### src/rtl/rs_pkg.sv
package rs_pkg;
    localparam int DATA_W = 32;
    localparam int TAG_W  = 4;
    localparam int OP_W   = 3;

    typedef struct packed {
        logic              rdy;
        logic [TAG_W-1:0]  tag;
        logic [DATA_W-1:0] val;
    } opnd_t;

    typedef struct packed {
        logic             busy;
        logic             issued;
        logic [OP_W-1:0]  op;
        opnd_t            a;
        opnd_t            b;
    } slot_t;

    typedef struct packed {
        logic              valid;
        logic [TAG_W-1:0]  tag;
        logic [DATA_W-1:0] data;
    } bcast_t;

    // A waiting source takes the broadcast value when the tags agree.
    function automatic opnd_t snoop(opnd_t cur, bcast_t bc);
        opnd_t r;
        r = cur;
        if (!cur.rdy && bc.valid && (bc.tag == cur.tag)) begin
            r.rdy = 1'b1;
            r.tag = '0;
            r.val = bc.data;
        end
        return r;
    endfunction
endpackage

### src/rtl/rs_prio.sv
module rs_prio #(
    parameter int N = 3,
    localparam int IDX_W = (N > 1) ? $clog2(N) : 1
) (
    input  logic [N-1:0]     req,
    output logic [N-1:0]     gnt,
    output logic             any,
    output logic [IDX_W-1:0] idx
);
    always_comb begin
        gnt = '0;
        any = 1'b0;
        idx = '0;
        for (int i = 0; i < N; i++) begin
            if (req[i] && !any) begin
                gnt[i] = 1'b1;
                any    = 1'b1;
                idx    = IDX_W'(i);
            end
        end
    end
endmodule

### src/rtl/rs_slot.sv
module rs_slot import rs_pkg::*; #(
    parameter int TAG = 7
) (
    input  logic            clk,
    input  logic            rst_n,
    input  bcast_t          bc,
    input  logic            load,
    input  logic [OP_W-1:0] load_op,
    input  opnd_t           load_a,
    input  opnd_t           load_b,
    input  logic            take,
    output slot_t           st,
    output logic            ready
);
    slot_t slot_d, slot_q;
    logic  own_bcast;

    assign own_bcast = bc.valid && (bc.tag == TAG_W'(TAG));

    always_comb begin
        slot_d = slot_q;
        if (slot_q.busy) begin
            slot_d.a = snoop(slot_q.a, bc);
            slot_d.b = snoop(slot_q.b, bc);
            if (take) begin
                slot_d.issued = 1'b1;
            end
            if (slot_q.issued && own_bcast) begin
                slot_d = '0;
            end
        end else if (load) begin
            slot_d.busy   = 1'b1;
            slot_d.issued = 1'b0;
            slot_d.op     = load_op;
            slot_d.a      = snoop(load_a, bc);
            slot_d.b      = snoop(load_b, bc);
        end
    end

    always_ff @(posedge clk or negedge rst_n) begin
        if (!rst_n) begin
            slot_q <= '0;
        end else begin
            slot_q <= slot_d;
        end
    end

    assign st    = slot_q;
    assign ready = slot_q.busy && !slot_q.issued && slot_q.a.rdy && slot_q.b.rdy;
endmodule

### src/rtl/rs_bank.sv
module rs_bank import rs_pkg::*; #(
    parameter int N    = 3,
    parameter int BASE = 7
) (
    input  logic              clk,
    input  logic              rst_n,
    input  bcast_t            bc,
    input  logic              disp_en,
    input  logic [OP_W-1:0]   disp_op,
    input  opnd_t             disp_a,
    input  opnd_t             disp_b,
    input  logic              fu_ready,
    output logic              avail,
    output logic              iss_valid,
    output logic [OP_W-1:0]   iss_op,
    output logic [DATA_W-1:0] iss_a,
    output logic [DATA_W-1:0] iss_b,
    output logic [TAG_W-1:0]  iss_tag
);
    localparam int IDX_W = (N > 1) ? $clog2(N) : 1;

    slot_t            st [N];
    logic [N-1:0]     free_req, free_gnt;
    logic [N-1:0]     rdy_req, rdy_gnt;
    logic [N-1:0]     load, take;
    logic             rdy_any;
    logic [IDX_W-1:0] free_idx, rdy_idx;

    rs_prio #(.N(N)) u_free (
        .req (free_req),
        .gnt (free_gnt),
        .any (avail),
        .idx (free_idx)
    );

    rs_prio #(.N(N)) u_pick (
        .req (rdy_req),
        .gnt (rdy_gnt),
        .any (rdy_any),
        .idx (rdy_idx)
    );

    for (genvar i = 0; i < N; i++) begin : g_slot
        assign free_req[i] = !st[i].busy;
        assign load[i]     = disp_en && free_gnt[i];
        assign take[i]     = fu_ready && rdy_gnt[i];

        rs_slot #(.TAG(BASE + i)) u_slot (
            .clk     (clk),
            .rst_n   (rst_n),
            .bc      (bc),
            .load    (load[i]),
            .load_op (disp_op),
            .load_a  (disp_a),
            .load_b  (disp_b),
            .take    (take[i]),
            .st      (st[i]),
            .ready   (rdy_req[i])
        );
    end

    logic unused_idx;
    assign unused_idx = ^free_idx;

    assign iss_valid = fu_ready && rdy_any;
    assign iss_op    = st[rdy_idx].op;
    assign iss_a     = st[rdy_idx].a.val;
    assign iss_b     = st[rdy_idx].b.val;
    assign iss_tag   = TAG_W'(BASE) + TAG_W'(rdy_idx);
endmodule

### src/rtl/rs_pool.sv
module rs_pool import rs_pkg::*; #(
    parameter int ADD_N    = 3,
    parameter int MUL_N    = 2,
    parameter int ADD_BASE = 7,
    parameter int MUL_BASE = ADD_BASE + ADD_N
) (
    input  logic              clk,
    input  logic              rst_n,
    input  logic              disp_valid,
    input  logic              disp_unit,
    input  logic [OP_W-1:0]   disp_op,
    input  logic              disp_a_rdy,
    input  logic [TAG_W-1:0]  disp_a_tag,
    input  logic [DATA_W-1:0] disp_a_val,
    input  logic              disp_b_rdy,
    input  logic [TAG_W-1:0]  disp_b_tag,
    input  logic [DATA_W-1:0] disp_b_val,
    input  logic              bus_valid,
    input  logic [TAG_W-1:0]  bus_tag,
    input  logic [DATA_W-1:0] bus_data,
    output logic              add_avail,
    output logic              mul_avail,
    input  logic              add_fu_ready,
    output logic              add_iss_valid,
    output logic [OP_W-1:0]   add_iss_op,
    output logic [DATA_W-1:0] add_iss_a,
    output logic [DATA_W-1:0] add_iss_b,
    output logic [TAG_W-1:0]  add_iss_tag,
    input  logic              mul_fu_ready,
    output logic              mul_iss_valid,
    output logic [OP_W-1:0]   mul_iss_op,
    output logic [DATA_W-1:0] mul_iss_a,
    output logic [DATA_W-1:0] mul_iss_b,
    output logic [TAG_W-1:0]  mul_iss_tag
);
    bcast_t bc;
    opnd_t  src_a, src_b;

    assign bc    = '{valid: bus_valid, tag: bus_tag, data: bus_data};
    assign src_a = '{rdy: disp_a_rdy, tag: disp_a_tag, val: disp_a_val};
    assign src_b = '{rdy: disp_b_rdy, tag: disp_b_tag, val: disp_b_val};

    rs_bank #(.N(ADD_N), .BASE(ADD_BASE)) u_add (
        .clk       (clk),
        .rst_n     (rst_n),
        .bc        (bc),
        .disp_en   (disp_valid && !disp_unit),
        .disp_op   (disp_op),
        .disp_a    (src_a),
        .disp_b    (src_b),
        .fu_ready  (add_fu_ready),
        .avail     (add_avail),
        .iss_valid (add_iss_valid),
        .iss_op    (add_iss_op),
        .iss_a     (add_iss_a),
        .iss_b     (add_iss_b),
        .iss_tag   (add_iss_tag)
    );

    rs_bank #(.N(MUL_N), .BASE(MUL_BASE)) u_mul (
        .clk       (clk),
        .rst_n     (rst_n),
        .bc        (bc),
        .disp_en   (disp_valid && disp_unit),
        .disp_op   (disp_op),
        .disp_a    (src_a),
        .disp_b    (src_b),
        .fu_ready  (mul_fu_ready),
        .avail     (mul_avail),
        .iss_valid (mul_iss_valid),
        .iss_op    (mul_iss_op),
        .iss_a     (mul_iss_a),
        .iss_b     (mul_iss_b),
        .iss_tag   (mul_iss_tag)
    );
endmodule

### config.mk
export PLATFORM = sky130hd
export DESIGN_NAME = rs_pool
export DESIGN_NICKNAME = d
export VERILOG_FILES = /design/src/rtl/rs_pkg.sv /design/src/rtl/rs_prio.sv /design/src/rtl/rs_slot.sv /design/src/rtl/rs_bank.sv /design/src/rtl/rs_pool.sv
export SDC_FILE = /design/constraint.sdc
export NUM_CORES = 1
export LEC_CHECK = 0
export BUFFER_PORTS_ARGS = -buffer_cell sky130_fd_sc_hd__buf_4
export CAP_MARGIN = 5
export CORE_UTILIZATION = 25
export CTS_BUF_LIST = sky130_fd_sc_hd__clkbuf_8 sky130_fd_sc_hd__clkbuf_16
export CTS_CLUSTER_DIAMETER = 150
export DETAILED_ROUTE_END_ITERATION = 7
export GPL_TIMING_DRIVEN = 0
export PLACE_DENSITY_LB_ADDON = 0.12
export RECOVER_POWER = 25
export SLEW_MARGIN = 15
export SYNTH_ARGS = -nofsm -noshare
export SYNTH_HDL_FRONTEND = slang
export SYNTH_SLANG_ARGS = --single-unit
### constraint.sdc
create_clock -name clk -period 2.4 [get_ports clk]
set_input_delay 0.12 -clock clk [delete_from_list [all_inputs] [get_ports clk]]
set_output_delay 0.12 -clock clk [all_outputs]
set_load 0.05 [all_outputs]
After elaboration in Yosys (flattened, before gate mapping) --
Index checks and enable logic that the tools add are counted.
Operators by class: add/sub/neg operators 2, order comparisons 2, eq/ne operators 37, multiplexer cells 56, bitwise gates (word level) 2, reductions and logical operators 119
Operator list (count):
- 79-bit 2-to-1 mux | 15
- 37-bit 2-to-1 mux | 12
- 77-bit 2-to-1 mux | 5
- 79-bit binary-select mux with 2-bit select | 1
- 1-bit logical AND | 69
- 4-bit == test | 12
- 2-bit AND reduction | 20
- 3-bit by 1-bit inequality test with 1-bit output, second input constant | 10
- 1-bit zero test | 25
- 1-bit 2-to-1 mux | 22
- 4-bit == test, second input constant | 4
- 3-bit by 2-bit inequality test with 1-bit output, second input constant | 5
- 2-bit by 1-bit inequality test with 1-bit output, second input constant | 5
- 2-bit nonzero test | 5
- 3-bit by 2-bit adder with 4-bit output, first input constant | 1
- 4-bit by 1-bit adder with 4-bit output, first input constant | 1
- 4-bit by 3-bit == test with 1-bit output, second input constant | 1
- 3-bit greater-or-equal comparator, second input constant | 1
- 2-bit NOT with 3-bit output | 1
- 2-bit greater-or-equal comparator, second input constant | 1
- 2-bit 2-to-1 mux | 1
- 1-bit NOT with 2-bit output | 1
Storage, ports and cells: flip-flop bits (word level) 395, bits of input ports 120, output and inout port bits 146, word-level logic and storage cells 263

Depth between registers and ports, before layout --
Gate-level depths: netlist (run 1).
word-level depth 15, gate-level depth with buffers 9

By module --
From an unflattened synthesis (run 1), not the netlist that was laid out.
Unflattened totals: cell total of the unflattened synthesis 2323, area total of the unflattened synthesis 24247.0 um2
By module, submodules not included:
- rs_slot at u_add.g_slot[0].u_slot | times used 1, cells an instance 408, area an instance 4336.7 um2, sequential area each 1976.9 um2
- rs_slot at u_mul.g_slot[0].u_slot | times used 1, cells an instance 408, area an instance 4330.4 um2, sequential area each 1976.9 um2
- rs_slot at u_mul.g_slot[1].u_slot | times used 1, cells an instance 408, area an instance 4316.6 um2, sequential area each 1976.9 um2
- rs_slot at u_add.g_slot[2].u_slot | times used 1, cells an instance 408, area an instance 4282.9 um2, sequential area each 1976.9 um2
- rs_slot at u_add.g_slot[1].u_slot | times used 1, cells an instance 408, area an instance 4281.6 um2, sequential area each 1976.9 um2
- rs_bank at u_add | times used 1, cells an instance 174, area an instance 1537.7 um2, sequential area each 0.0 um2
- rs_bank at u_mul | times used 1, cells an instance 87, area an instance 999.7 um2, sequential area each 0.0 um2
- rs_prio at u_add.u_free ... | times used 2, cells an instance 6, area an instance 45.0 um2, sequential area each 0.0 um2
- rs_prio at u_mul.u_free ... | times used 2, cells an instance 4, area an instance 27.5 um2, sequential area each 0.0 um2
- rs_pool | times used 1, cells an instance 2, area an instance 16.3 um2, sequential area each 0.0 um2

Worst setup path before layout (run 1) --
Ideal clock, no wire load.
path kind register to output, from register u_add.g_slot[0].u_slot.slot_q (netlist bit u_add.g_slot[0].u_slot.st[78]), to output add_iss_a[0], arrival 2.842 ns, data required time 2.280 ns, slack -0.562 ns, stages on the path, launching flop included 8, path buffers 3, cells stage by stage dfrtp_1 clkbuf_1 and4b_1 nor4_1 clkbuf_1 clkbuf_1 mux2i_1 o21ai_0
Between the ends: longest elaborated chain between the ends 14, elaborated cells between the ends (all ways) 15, classes of those cells mux: 7; bitwise: 1; reduce/logical: 7
RTL lines:
- from (decl) | RTL line rs_slot.sv:15 | slot_t slot_d, slot_q;
- from (signal assigned) | RTL line rs_slot.sv:44 | slot_q <= slot_d;
- 1-bit logical AND (*) (3 in a row) | RTL line rs_slot.sv:49 | assign ready = slot_q.busy && !slot_q.issued && slot_q.a.rdy && slot_q.b.rdy;
- 1-bit 2-to-1 mux (*) | RTL line rs_prio.sv:15 | if (req[i] && !any) begin
- 1-bit zero test | RTL line rs_prio.sv:15
- 1-bit logical AND | RTL line rs_prio.sv:15
- 1-bit 2-to-1 mux | RTL line rs_prio.sv:15
- 1-bit zero test | RTL line rs_prio.sv:15
- 1-bit logical AND | RTL line rs_prio.sv:15
- 2-bit 2-to-1 mux (*) | RTL line rs_prio.sv:15
- 2-bit NOT with 3-bit output (implied by the code) (*) | RTL line rs_bank.sv:67 | assign iss_a = st[rdy_idx].a.val;
- 79-bit binary-select mux with 2-bit select (*) | RTL line rs_bank.sv:67
- 77-bit 2-to-1 mux (*) (2 in a row)
- to (decl) | RTL line rs_pool.sv:26 | output logic [DATA_W-1:0] add_iss_a,
Every way passes the cells marked *; elsewhere a longest branch is shown, timed or not. The select of a mux whose other input is x is not followed.

Worst setup path in the final report (run 1) --
Ends and elaborated chain as after synthesis.

==> results of run 1 <==
==> synthesized netlist by cell type (2+ instances only) <==
| library cell | instances | area, µm² |
|---|---|---|
| sky130_fd_sc_hd__clkbuf_1 | 123 | 462 |
| sky130_fd_sc_hd__and4b_1 | 3 | 30.0 |
| sky130_fd_sc_hd__o21a_1 | 3 | 22.5 |
| sky130_fd_sc_hd__and2_1 | 3 | 18.8 |
| sky130_fd_sc_hd__nor3_1 | 68 | 340 |
| sky130_fd_sc_hd__mux2_2 | 290 | 3270 |
| sky130_fd_sc_hd__xor2_1 | 15 | 131 |
| sky130_fd_sc_hd__xnor2_1 | 30 | 263 |
| sky130_fd_sc_hd__nor2_1 | 47 | 176 |
| sky130_fd_sc_hd__a21oi_2 | 2 | 17.5 |
| sky130_fd_sc_hd__o21ai_0 | 94 | 470 |
| sky130_fd_sc_hd__buf_4 | 6 | 45.0 |
| sky130_fd_sc_hd__nand2_1 | 98 | 368 |
| sky130_fd_sc_hd__or2_2 | 3 | 18.8 |
| sky130_fd_sc_hd__o31a_1 | 2 | 17.5 |
| sky130_fd_sc_hd__buf_1 | 31 | 116 |
| sky130_fd_sc_hd__buf_6 | 4 | 45.0 |
| sky130_fd_sc_hd__nand4b_1 | 3 | 26.3 |
| sky130_fd_sc_hd__nand3_1 | 13 | 65.1 |
| sky130_fd_sc_hd__and3b_1 | 2 | 17.5 |
| sky130_fd_sc_hd__nand2b_1 | 13 | 81.3 |
| sky130_fd_sc_hd__a21oi_1 | 112 | 561 |
| sky130_fd_sc_hd__a31o_2 | 4 | 35.0 |
| sky130_fd_sc_hd__dfrtp_1 | 395 | 9880 |
| sky130_fd_sc_hd__conb_1 | 2 | 7.51 |
| sky130_fd_sc_hd__o21ai_1 | 9 | 45.0 |
| sky130_fd_sc_hd__nor4_1 | 8 | 50.1 |
| sky130_fd_sc_hd__a22o_1 | 254 | 2220 |
| sky130_fd_sc_hd__inv_1 | 30 | 113 |
| sky130_fd_sc_hd__o2111ai_1 | 2 | 17.5 |
| sky130_fd_sc_hd__o31ai_1 | 3 | 22.5 |
| sky130_fd_sc_hd__nor2b_1 | 5 | 31.3 |
| sky130_fd_sc_hd__a21boi_0 | 2 | 15.0 |
| sky130_fd_sc_hd__mux2i_1 | 67 | 671 |
| sky130_fd_sc_hd__a22oi_1 | 96 | 721 |
| sky130_fd_sc_hd__nand4_1 | 3 | 18.8 |
| sky130_fd_sc_hd__buf_2 | 38 | 190 |
| sky130_fd_sc_hd__o22ai_1 | 18 | 113 |
==> per-stage QoR <==
stage / hold WS [ns] / instances / instance area (µm²) / setup slack (ns)
floorplan: -0.176 / 1919 / 21200 / -0.201
global placement: 0.385 / 3215 / 24300 / -3.21
detailed placement: 0.0620 / 3223 / 24500 / -1.61
CTS: 0.00359 / 3452 / 30000 / -0.474
global route: 0.0839 / 3474 / 30800 / -0.566
finish: 0.0574 / 3474 / 30800 / -0.478
==> where the power goes <==
| part | switching (mW) | total, mW | internal (mW) |
|---|---|---|---|
| clock | 3.22 | 7.98 | 4.76 |
| sequential | 2.17 | 12.1 | 9.90 |
| combinational | 16.0 | 28.6 | 12.6 |
| total | 21.4 | 48.7 | 27.2 |
==> area by class of cell <==
type,instances,area (µm²)
clock buffers,69,1540
repair buffers,403,4530
clock inverters,23,200
multi-input cells,1292,11700
flip-flops and latches,395,9890
plain buffers,192,1480
well taps,1070,1340
inverters,30,115
fillers,8081,51600
==> kinds of logic (layout without fill, tap and decap cells) <==
logic type,count (synthesis),after routing
AOI/OAI and AO/OA,607,607
DFF,395,395
muxes,358,358
and+or+nand+nor,279,279
other,2,3
buffers and inverters,232,717
xor gates and xnor gates,45,45
==> state kept, by name (all words and copies together) (netlist names) <==
name and count:
u_add.g_slot.u_slot.st 237, u_mul.g_slot.u_slot.st 158
==> worst register-to-register path, cell delays in order (launching register included) <==
cell and delay (ns):
sky130_fd_sc_hd__dfrtp_1 0.36, sky130_fd_sc_hd__buf_4 0.11, sky130_fd_sc_hd__and4b_2 0.32, sky130_fd_sc_hd__nor2_4 0.07
sky130_fd_sc_hd__or4b_4 0.50, sky130_fd_sc_hd__o41ai_4 0.23, sky130_fd_sc_hd__buf_6 0.22, sky130_fd_sc_hd__buf_12 0.14
sky130_fd_sc_hd__buf_12 0.13, sky130_fd_sc_hd__mux2_4 0.30
==> per-layer routing <==
layer / part of all wire [%] / wire, µm / global-route usage (%) / up-vias
li1: - / - / - / 8034
met3: 5.6 / 5360 / 3.52 / 125
met5: 0.040 / 39 / 0 / -
met4: 2.4 / 2350 / 5.83 / 6
met2: 48 / 46600 / 37.0 / 615
met1: 44 / 42200 / 29.7 / 9659
==> how the worst max path moves through the flow <==
stage | depth (start not counted) | end | startpoint | slack [ns]
3_3_place_gp | 1 | u_mul.g_slot[1].u_slot.st[74] | rst_n | -3.21
3_5_place_dp | 8 | add_iss_a[0] | u_add.g_slot[0].u_slot.st[78] | -1.61
6_report | 8 | add_iss_a[0] | u_add.g_slot[0].u_slot.st[78] | -0.48
2_1_floorplan | 7 | add_iss_a[0] | u_add.g_slot[0].u_slot.st[78] | -0.20
5_1_grt | 8 | add_iss_b[31] | u_add.g_slot[0].u_slot.st[78] | -0.57
4_1_cts | 8 | add_iss_b[31] | u_add.g_slot[0].u_slot.st[78] | -0.47
==> placed cells by master, fill, tap and decap left out, types with 20 or more instances in the layout <==
cell | synthesis | final
sky130_fd_sc_hd__nor3_1 | 68 | 66
sky130_fd_sc_hd__mux2_2 | 290 | 195
sky130_fd_sc_hd__buf_6 | 4 | 101
sky130_fd_sc_hd__clkbuf_1 | 123 | 29
sky130_fd_sc_hd__xnor2_1 | 30 | 30
sky130_fd_sc_hd__o21ai_4 | 0 | 20
sky130_fd_sc_hd__buf_4 | 6 | 156
sky130_fd_sc_hd__clkbuf_8 | 0 | 23
sky130_fd_sc_hd__dfrtp_1 | 395 | 391
sky130_fd_sc_hd__clkbuf_2 | 0 | 51
sky130_fd_sc_hd__mux2i_4 | 0 | 38
sky130_fd_sc_hd__nor2_1 | 47 | 46
sky130_fd_sc_hd__a22oi_1 | 96 | 96
sky130_fd_sc_hd__buf_2 | 38 | 30
sky130_fd_sc_hd__inv_1 | 30 | 36
sky130_fd_sc_hd__dlygate4sd3_1 | 0 | 81
sky130_fd_sc_hd__o21ai_2 | 0 | 60
sky130_fd_sc_hd__a22o_1 | 254 | 254
sky130_fd_sc_hd__buf_12 | 0 | 25
sky130_fd_sc_hd__a21oi_1 | 112 | 104
sky130_fd_sc_hd__buf_8 | 0 | 48
sky130_fd_sc_hd__nand2_1 | 98 | 97
sky130_fd_sc_hd__mux2_4 | 0 | 96
sky130_fd_sc_hd__clkbuf_16 | 0 | 77
sky130_fd_sc_hd__o21ai_0 | 94 | 23
==> timing repair <==
item                                    4_1_cts  5_1_grt
hold endpoints to repair                    509        0
hold buffers                                 81        0
pin swaps                                    19       19
gates resized for setup                     581      159
setup buffers                                47       33
endpoints found under the setup margin      498      594
cloned                                       16        3
==> report_table.html, run 1 <==
<table>
<tr><th>Metric</th><th>Value</th></tr>
<tr><th colspan="2">Outcome</th></tr>
<tr><td>Outcome</td><td>complete, but fails checks</td></tr>
<tr><td>Violated checks</td><td>setup timing</td></tr>
<tr><th colspan="2">STA</th></tr>
<tr><td>Worst setup slack after layout</td><td>-0.478 ns</td></tr>
<tr><td>Worst slew pin tran</td><td>0.884 ns</td></tr>
<tr><td>Number of failing setup endpoints in the final timing report</td><td>152</td></tr>
<tr><td>Worst clock skew</td><td>0.0355 ns</td></tr>
<tr><td>Count of final max-slew check failures</td><td>0</td></tr>
<tr><td>Setup Total Neg Slack</td><td>-32.95 ns</td></tr>
<tr><td>Number of hold violations in the final report</td><td>0</td></tr>
<tr><td>Peak clock frequency supported by timing</td><td>0.347 GHz</td></tr>
<tr><td>Unrepaired setup endpoints after global routing</td><td>true</td></tr>
<tr><td>Worst max-slew margin expressed relative to the limit</td><td>41.0%</td></tr>
<tr><td>Fin crit share</td><td>120%</td></tr>
<tr><td>Clock period minus final worst setup slack</td><td>2.88 ns</td></tr>
<tr><th colspan="2">Clock tree</th></tr>
<tr><td>Htree depth</td><td>2</td></tr>
<tr><td>Clock Root Buffer</td><td>sky130_fd_sc_hd__clkbuf_16</td></tr>
<tr><td>Clock Tree Buf Depth</td><td>3</td></tr>
<tr><td>Clock tree from TritonCTS</td><td>yes</td></tr>
<tr><td>Clock latency at the later pin of the worst-skew pair</td><td>0.62 ns</td></tr>
<tr><td>Clock transition at the register clock pins on the worst setup and hold paths after CTS</td><td>0.05 ns</td></tr>
<tr><td>Count of clock tree sinks</td><td>395</td></tr>
<tr><td>Cts bufs inserted</td><td>51</td></tr>
<tr><th colspan="2">Cells and area</th></tr>
<tr><td>Core occupancy in the finished layout</td><td>37.4%</td></tr>
<tr><td>N_diodes</td><td>0</td></tr>
<tr><td>Nets</td><td>2,485</td></tr>
<tr><td>Synthesis-to-layout area growth</td><td>47.3%</td></tr>
<tr><td>Share of final-layout standard cells stronger than drive strength 1</td><td>42.9%</td></tr>
<tr><th colspan="2">Power</th></tr>
<tr><td>Maximum vdd drop</td><td>0.00164 V</td></tr>
<tr><td>Leakage power</td><td>13.1 nW</td></tr>
<tr><td>Power Dens Cells</td><td>1580 nW/µm²</td></tr>
<tr><td>Overall power consumption</td><td>48.7 mW</td></tr>
<tr><th colspan="2">Drt</th></tr>
<tr><td>Number of design rule violations left after detail routing</td><td>0</td></tr>
<tr><td>Total number of vias</td><td>18,400</td></tr>
<tr><td>TritonRoute pass-1 iters</td><td>5</td></tr>
<tr><td>Violation count after the first detailed-route iteration</td><td>1,209</td></tr>
<tr><td>Average wire per cell in the routed design</td><td>27.8 µm</td></tr>
<tr><td>Post-detailed-route via-to-cell ratio</td><td>5.31</td></tr>
<tr><td>Antenna-violating nets left</td><td>0</td></tr>
<tr><td>Detailed Route WL</td><td>96,500 µm</td></tr>
<tr><th colspan="2">Synthesis</th></tr>
<tr><td>Number of flops mapped to enable cells by yosys</td><td>0</td></tr>
<tr><td>Leading register cell type out of synthesis</td><td>sky130_fd_sc_hd__dfrtp_1</td></tr>
<tr><td>Post-Synth Adder-Cell Area</td><td>0%</td></tr>
<tr><td>Largest family of logic cells by synthesized area</td><td>compound AO/OA/AOI/OAI gates</td></tr>
<tr><td>Flip-flop and latch count after synthesis</td><td>395</td></tr>
<tr><td>Yosys cell types</td><td>55</td></tr>
<tr><td>Simple logic cell fraction of the synthesized area</td><td>6.40%</td></tr>
<tr><td>Register area share after synthesis</td><td>47.3%</td></tr>
<tr><td>Synth async-reset ratio</td><td>100%</td></tr>
<tr><td>Portion of netlist area occupied by mux cells</td><td>18.9%</td></tr>
<tr><td>Share of the synthesized netlist area taken by xor and xnor gates</td><td>1.89%</td></tr>
<tr><td>Share of the synthesized area in compound gates (AO/OA/AOI/OAI)</td><td>20.8%</td></tr>
<tr><td>Synthesized instance count</td><td>1,918</td></tr>
<tr><td>Number of warning messages in the yosys log</td><td>0</td></tr>
<tr><td>Synthesized area per cell</td><td>10.9 µm²</td></tr>
<tr><td>Area of the mapped netlist</td><td>20,900 µm²</td></tr>
<tr><th colspan="2">Critical path</th></tr>
<tr><td>CP Cell Sequence</td><td>clkbuf_8, and4b_2, nor4_4, clkbuf_8, clkbuf_16, mux2i_2, o21ai_2, buf_6</td></tr>
<tr><td>CP Capture Type</td><td>output port</td></tr>
<tr><td>Critical path class</td><td>reg -&gt; out</td></tr>
<tr><td>Reg-to-reg critical path endpoint</td><td>u_add.g_slot[2].u_slot.st[16]</td></tr>
<tr><td>Crit-path max FO</td><td>8</td></tr>
<tr><td>Launch point of the worst reg-to-reg path</td><td>u_add.g_slot[0].u_slot.st[78]</td></tr>
<tr><td>Cell with the most instances on the worst path</td><td>sky130_fd_sc_hd__clkbuf_8</td></tr>
<tr><td>Worst reg-to-reg path cell count</td><td>9</td></tr>
<tr><td>Register-to-register setup slack</td><td>-0.09 ns</td></tr>
<tr><td>Cell type of the slowest stage on the worst timing path</td><td>sky130_fd_sc_hd__dfrtp_1</td></tr>
<tr><td>Arrival time reported for the critical path endpoint</td><td>2.76 ns</td></tr>
<tr><td>Category of cells accounting for the largest share of critical-path delay</td><td>buffers and inverters</td></tr>
<tr><td>Req. time, crit path</td><td>2.28 ns</td></tr>
<tr><td>Buf+Inv Stages, Crit Path</td><td>4</td></tr>
<tr><td>Peak per-stage delay on the critical path</td><td>0.38 ns</td></tr>
<tr><td>Crit path launch type</td><td>register</td></tr>
<tr><th colspan="2">Hold path</th></tr>
<tr><td>Hold crit path type</td><td>in -&gt; reg</td></tr>
<tr><td>Startpoint of the most critical hold path</td><td>bus_tag[3]</td></tr>
<tr><td>Terminating pin of the worst hold path</td><td>u_add.g_slot[0].u_slot.st[78]</td></tr>
<tr><td>Worst Hold Path Cells</td><td>3</td></tr>
<tr><th colspan="2">GRT</th></tr>
<tr><td>Sum of overflow across all layers after global routing</td><td>0</td></tr>
<tr><td>GRT Resource Usage Total</td><td>22.2%</td></tr>
<tr><td>Maximum number of pins on one net before global-route repair</td><td>97</td></tr>
<tr><td>Via count of the first global-routing pass</td><td>18,800</td></tr>
<tr><td>First-pass GRT wire length</td><td>138,000 µm</td></tr>
<tr><td>Antenna violations before repair</td><td>3</td></tr>
<tr><th colspan="2">Placement</th></tr>
<tr><td>Port Buffers</td><td>226</td></tr>
<tr><td>Global placement routability congestion</td><td>0.833</td></tr>
<tr><td>HPWL after detailed placement</td><td>66,200 µm</td></tr>
<tr><th colspan="2">Floorplan</th></tr>
<tr><td>Effective utilization at floorplan</td><td>25.4%</td></tr>
<tr><td>Floorplan Core Area</td><td>82,400 µm²</td></tr>
<tr><td>Height of the die</td><td>291 µm</td></tr>
<tr><td>Number of top-level pins</td><td>266</td></tr>
<tr><td>Total number of placement rows</td><td>105</td></tr>
<tr><td>Die X-Extent</td><td>291 µm</td></tr>
<tr><td>Die ar.</td><td>84,700 µm²</td></tr>
<tr><th colspan="2">Job</th></tr>
<tr><td>Maximum capacitance violations</td><td>0</td></tr>
</table>
(Power assumes the default switching activity.)
==> inputs of run 2 (changes only) <==
--- a/config.mk
+++ b/config.mk
@@ -12,7 +12,6 @@
 export CTS_CLUSTER_DIAMETER = 150
 export DETAILED_ROUTE_END_ITERATION = 7
 export GPL_TIMING_DRIVEN = 0
-export PLACE_DENSITY_LB_ADDON = 0.12
 export RECOVER_POWER = 25
 export SLEW_MARGIN = 15
 export SYNTH_ARGS = -nofsm -noshare
==> run 2 against run 1 <==
Against the previous run: the run ends with hold timing, setup timing left; worst hold slack got worse by 0.067 ns; wire length fell by 6.6%; via count rose by 0.66%; design area fell by 0.89%.
==> report_table.html, run 2 (same netlist as run 1, synthesis figures left out) <==
<table>
<tr><th>Metric</th><th>Value</th></tr>
<tr><th colspan="2">Outcome</th></tr>
<tr><td>Outcome</td><td>complete, but fails checks (unchanged)</td></tr>
<tr><td>Violated checks</td><td>hold timing, setup timing (was setup timing)</td></tr>
<tr><th colspan="2">Critical path</th></tr>
<tr><td>Worst reg-to-reg path cell count</td><td>10 (was 9)</td></tr>
<tr><td>CP Cell Sequence</td><td>clkbuf_8, and4b_2, nor4_4, buf_4, clkbuf_16, clkbuf_16, mux2i_2, o21ai_2, buf_6 (was clkbuf_8, and4b_2, nor4_4, clkbuf_8, clkbuf_16, mux2i_2, o21ai_2, buf_6)</td></tr>
<tr><td>CP Capture Type</td><td>output port (unchanged)</td></tr>
<tr><td>Crit-path max FO</td><td>8 (unchanged)</td></tr>
<tr><td>Cell with the most instances on the worst path</td><td>sky130_fd_sc_hd__clkbuf_16 (was sky130_fd_sc_hd__clkbuf_8)</td></tr>
<tr><td>Stages on worst setup path</td><td>9 (was 8)</td></tr>
<tr><td>Buf+Inv Stages, Crit Path</td><td>5 (was 4)</td></tr>
<tr><td>Cell type of the slowest stage on the worst timing path</td><td>sky130_fd_sc_hd__dfrtp_1 (unchanged)</td></tr>
<tr><td>Req. time, crit path</td><td>2.28 ns (about the same)</td></tr>
<tr><td>Critical path class</td><td>reg -&gt; out (unchanged)</td></tr>
<tr><td>Crit path launch type</td><td>register (unchanged)</td></tr>
<tr><td>Peak per-stage delay on the critical path</td><td>0.38 ns (about the same)</td></tr>
<tr><td>Register-to-register setup slack</td><td>-0.23 ns (was -0.09 ns)</td></tr>
<tr><td>Arrival time reported for the critical path endpoint</td><td>2.73 ns (was 2.76 ns)</td></tr>
<tr><td>Category of cells accounting for the largest share of critical-path delay</td><td>buffers and inverters (unchanged)</td></tr>
<tr><th colspan="2">STA</th></tr>
<tr><td>Fin crit share</td><td>119% (was 120%)</td></tr>
<tr><td>Count of final max-slew check failures</td><td>0 (unchanged)</td></tr>
<tr><td>Worst setup slack after layout</td><td>-0.454 ns (was -0.478 ns)</td></tr>
<tr><td>Worst hold slack after final layout</td><td>-0.00968 ns (was 0.0574 ns)</td></tr>
<tr><td>Worst clock skew</td><td>0.0192 ns (was 0.0355 ns)</td></tr>
<tr><td>Clock period minus final worst setup slack</td><td>2.85 ns (was 2.88 ns)</td></tr>
<tr><td>Worst slew pin tran</td><td>1.43 ns (was 0.884 ns)</td></tr>
<tr><td>Number of hold violations in the final report</td><td>7 (was 0)</td></tr>
<tr><td>Unrepaired setup endpoints after global routing</td><td>true (unchanged)</td></tr>
<tr><td>Peak clock frequency supported by timing</td><td>0.350 GHz (was 0.347 GHz)</td></tr>
<tr><td>Worst max-slew margin expressed relative to the limit</td><td>4.38% (was 41.0%)</td></tr>
<tr><td>Number of failing setup endpoints in the final timing report</td><td>234 (was 152)</td></tr>
<tr><th colspan="2">Floorplan</th></tr>
<tr><td>Height of the die</td><td>291 µm (unchanged)</td></tr>
<tr><td>Die ar.</td><td>84,700 µm² (unchanged)</td></tr>
<tr><td>Number of top-level pins</td><td>266 (unchanged)</td></tr>
<tr><td>Die X-Extent</td><td>291 µm (unchanged)</td></tr>
<tr><td>Floorplan Core Area</td><td>82,400 µm² (unchanged)</td></tr>
<tr><td>Effective utilization at floorplan</td><td>25.4% (unchanged)</td></tr>
<tr><td>Total number of placement rows</td><td>105 (unchanged)</td></tr>
<tr><th colspan="2">Cells and area</th></tr>
<tr><td>Flip-flop count of the largest register after layout</td><td>237 (unchanged)</td></tr>
<tr><td>Post-route standard cell area excluding fillers</td><td>30,500 µm² (was 30,800 µm²)</td></tr>
<tr><td>Nets</td><td>2,466 (was 2,485)</td></tr>
<tr><td>Filler-free cell count of the finished design</td><td>3,453 (was 3,474)</td></tr>
<tr><td>Commonest non-fill, non-tap cells in the layout</td><td>sky130_fd_sc_hd__dfrtp_1, sky130_fd_sc_hd__a22o_1, sky130_fd_sc_hd__mux2_2, sky130_fd_sc_hd__buf_4, sky130_fd_sc_hd__buf_6 (was sky130_fd_sc_hd__dfrtp_1, sky130_fd_sc_hd__a22o_1, sky130_fd_sc_hd__mux2_2, sky130_fd_sc_hd__buf_4, sky130_fd_sc_hd__a21oi_1)</td></tr>
<tr><td>Most frequent standard cell in the layout excluding fill and tap cells</td><td>sky130_fd_sc_hd__dfrtp_1 (unchanged)</td></tr>
<tr><td>Synthesis-to-layout area growth</td><td>46.0% (was 47.3%)</td></tr>
<tr><td>Share of final-layout standard cells stronger than drive strength 1</td><td>43.2% (was 42.9%)</td></tr>
<tr><th colspan="2">Clock tree</th></tr>
<tr><td>Clock transition at the register clock pins on the worst setup and hold paths after CTS</td><td>0.06 ns (was 0.05 ns)</td></tr>
<tr><td>Clock Tree Buf Depth</td><td>3 (unchanged)</td></tr>
<tr><td>Clock Root Buffer</td><td>sky130_fd_sc_hd__clkbuf_16 (unchanged)</td></tr>
<tr><td>Count of clock tree sinks</td><td>395 (unchanged)</td></tr>
<tr><td>Cts bufs inserted</td><td>45 (was 51)</td></tr>
<tr><td>Clock tree from TritonCTS</td><td>yes (unchanged)</td></tr>
<tr><td>Htree depth</td><td>2 (unchanged)</td></tr>
<tr><td>Clock latency at the later pin of the worst-skew pair</td><td>0.61 ns (was 0.62 ns)</td></tr>
<tr><th colspan="2">GRT</th></tr>
<tr><td>Maximum number of pins on one net before global-route repair</td><td>97 (unchanged)</td></tr>
<tr><td>Antenna violations before repair</td><td>9 (was 3)</td></tr>
<tr><td>Via count of the first global-routing pass</td><td>18,600 (was 18,800)</td></tr>
<tr><td>Sum of overflow across all layers after global routing</td><td>0 (unchanged)</td></tr>
<tr><td>GRT Resource Usage Total</td><td>20.7% (was 22.2%)</td></tr>
<tr><td>First-pass GRT wire length</td><td>130,000 µm (was 138,000 µm)</td></tr>
<tr><th colspan="2">Placement</th></tr>
<tr><td>HPWL after detailed placement</td><td>62,500 µm (was 66,200 µm)</td></tr>
<tr><td>Port Buffers</td><td>226 (unchanged)</td></tr>
<tr><td>Global placement routability congestion</td><td>0.901 (was 0.833)</td></tr>
<tr><td>Area of placed instances</td><td>24,400 µm² (was 24,500 µm²)</td></tr>
<tr><td>Total instance count after detailed placement</td><td>3,222 (was 3,223)</td></tr>
<tr><td>Pre-CTS WS</td><td>-1.61 ns (about the same)</td></tr>
<tr><th colspan="2">Drt</th></tr>
<tr><td>Antenna-violating nets left</td><td>0 (unchanged)</td></tr>
<tr><td>Number of design rule violations left after detail routing</td><td>0 (unchanged)</td></tr>
<tr><td>Detailed Route WL</td><td>90,200 µm (was 96,500 µm)</td></tr>
<tr><td>TritonRoute pass-1 iters</td><td>8 (was 5)</td></tr>
<tr><td>Average wire per cell in the routed design</td><td>26.1 µm (was 27.8 µm)</td></tr>
<tr><td>Violation count after the first detailed-route iteration</td><td>1,667 (was 1,209)</td></tr>
<tr><td>Post-detailed-route via-to-cell ratio</td><td>5.38 (was 5.31)</td></tr>
<tr><td>Total number of vias</td><td>18,600 (was 18,400)</td></tr>
<tr><th colspan="2">Power</th></tr>
<tr><td>Share of total power in the clock network</td><td>14.9% (was 16.4%)</td></tr>
<tr><td>Internal portion of total power</td><td>26.7 mW (was 27.2 mW)</td></tr>
<tr><td>Overall power consumption</td><td>48.3 mW (was 48.7 mW)</td></tr>
<tr><td>Sw power</td><td>21.5 mW (was 21.4 mW)</td></tr>
<tr><td>Maximum vdd drop</td><td>0.00136 V (was 0.00164 V)</td></tr>
<tr><td>Leakage power</td><td>13.0 nW (was 13.1 nW)</td></tr>
<tr><td>Sequential group share of total power</td><td>25.1% (was 24.8%)</td></tr>
<tr><td>Power Dens Cells</td><td>1580 nW/µm² (about the same)</td></tr>
<tr><td>Proportion of total power due to net switching</td><td>44.6% (was 44.0%)</td></tr>
<tr><td>Portion of total power attributed to combinational logic</td><td>60.0% (was 58.8%)</td></tr>
<tr><th colspan="2">Job</th></tr>
<tr><td>Maximum capacitance violations</td><td>0 (unchanged)</td></tr>
<tr><th colspan="2">Hold path</th></tr>
<tr><td>Hold crit path type</td><td>in -&gt; async (was in -&gt; reg)</td></tr>
</table>
[run 2: cell types whose count changed in the layout (fill, tap and decap cells not counted), moves of 7 or more]
cell                        delta
sky130_fd_sc_hd__clkbuf_1      -7
sky130_fd_sc_hd__buf_6        +18
sky130_fd_sc_hd__buf_4        -17
sky130_fd_sc_hd__o21ai_4       +8
sky130_fd_sc_hd__buf_8         +8
sky130_fd_sc_hd__clkbuf_8     -11
sky130_fd_sc_hd__clkbuf_16    -13
[run 2: power by group through the flow]
| stage | clock network [mW] | registers, mW | logic (mW) |
|---|---|---|---|
| floorplan | 0 | 11.1 | 16.0 |
| global placement | 0 | 11.6 | 22.8 |
| detailed placement | 0 | 11.6 | 23.1 |
| CTS | 7.29 | 11.8 | 27.6 |
| global route | 7.52 | 12.5 | 30.2 |
| finish | 7.19 | 12.1 | 29.0 |
[run 2: repair_timing]
item                                    CTS  global route
hold buffers                             82             0
pin swaps                                17            21
endpoints found under the hold margin   586             0
cloned                                   15             3
gates resized for setup                 559           268
endpoints found under the setup margin  491           443
buffers inserted                         35            39
[run 2: layout make-up]
type,count,area [µm²]
inverters,30,120
fillers,7949,51900
flip-flops and latches,395,9890
diodes,3,7.51
clock inverters,26,254
multi-input cells,1293,11800
plain buffers,185,1420
well taps,1070,1340
clock buffers,55,1260
repair buffers,396,4360
[run 2: routing by layer]
metal	up-vias	global-route usage [%]	share of wire (%)
met5	-	0	0.082
met4	14	6.65	3.3
met3	182	5.10	8.4
met2	833	32.9	47
met1	9534	27.4	42
li1	7997	-	-
[run 2: stage by stage]
step / hold slack, ns / util (%) / setup TNS [ns]
6_report: -0.00968 / 37.0 / -39.42
5_1_grt: 0.0293 / 37.0 / -73.97
4_1_cts: 0.0254 / 35.8 / -47.61
3_5_place_dp: 0.0378 / 29.7 / -382.79
3_3_place_gp: 0.381 / 29.5 / -1574.63
2_1_floorplan: -0.176 / - / -0.898
[run 2: worst paths after layout]
path / startpoint / endpoint
min: rst_n / u_mul.g_slot[1].u_slot.st[71]
max reg2reg: u_add.g_slot[1].u_slot.st[78] / u_add.g_slot[2].u_slot.st[16]
min reg2reg: u_add.g_slot[2].u_slot.st[76] / u_add.g_slot[2].u_slot.st[76]
min in group clk: disp_a_tag[1] / u_mul.g_slot[1].u_slot.st[70]
max in group asynchronous: rst_n / u_mul.g_slot[1].u_slot.st[48]
max: u_add.g_slot[0].u_slot.st[78] / add_iss_a[6]
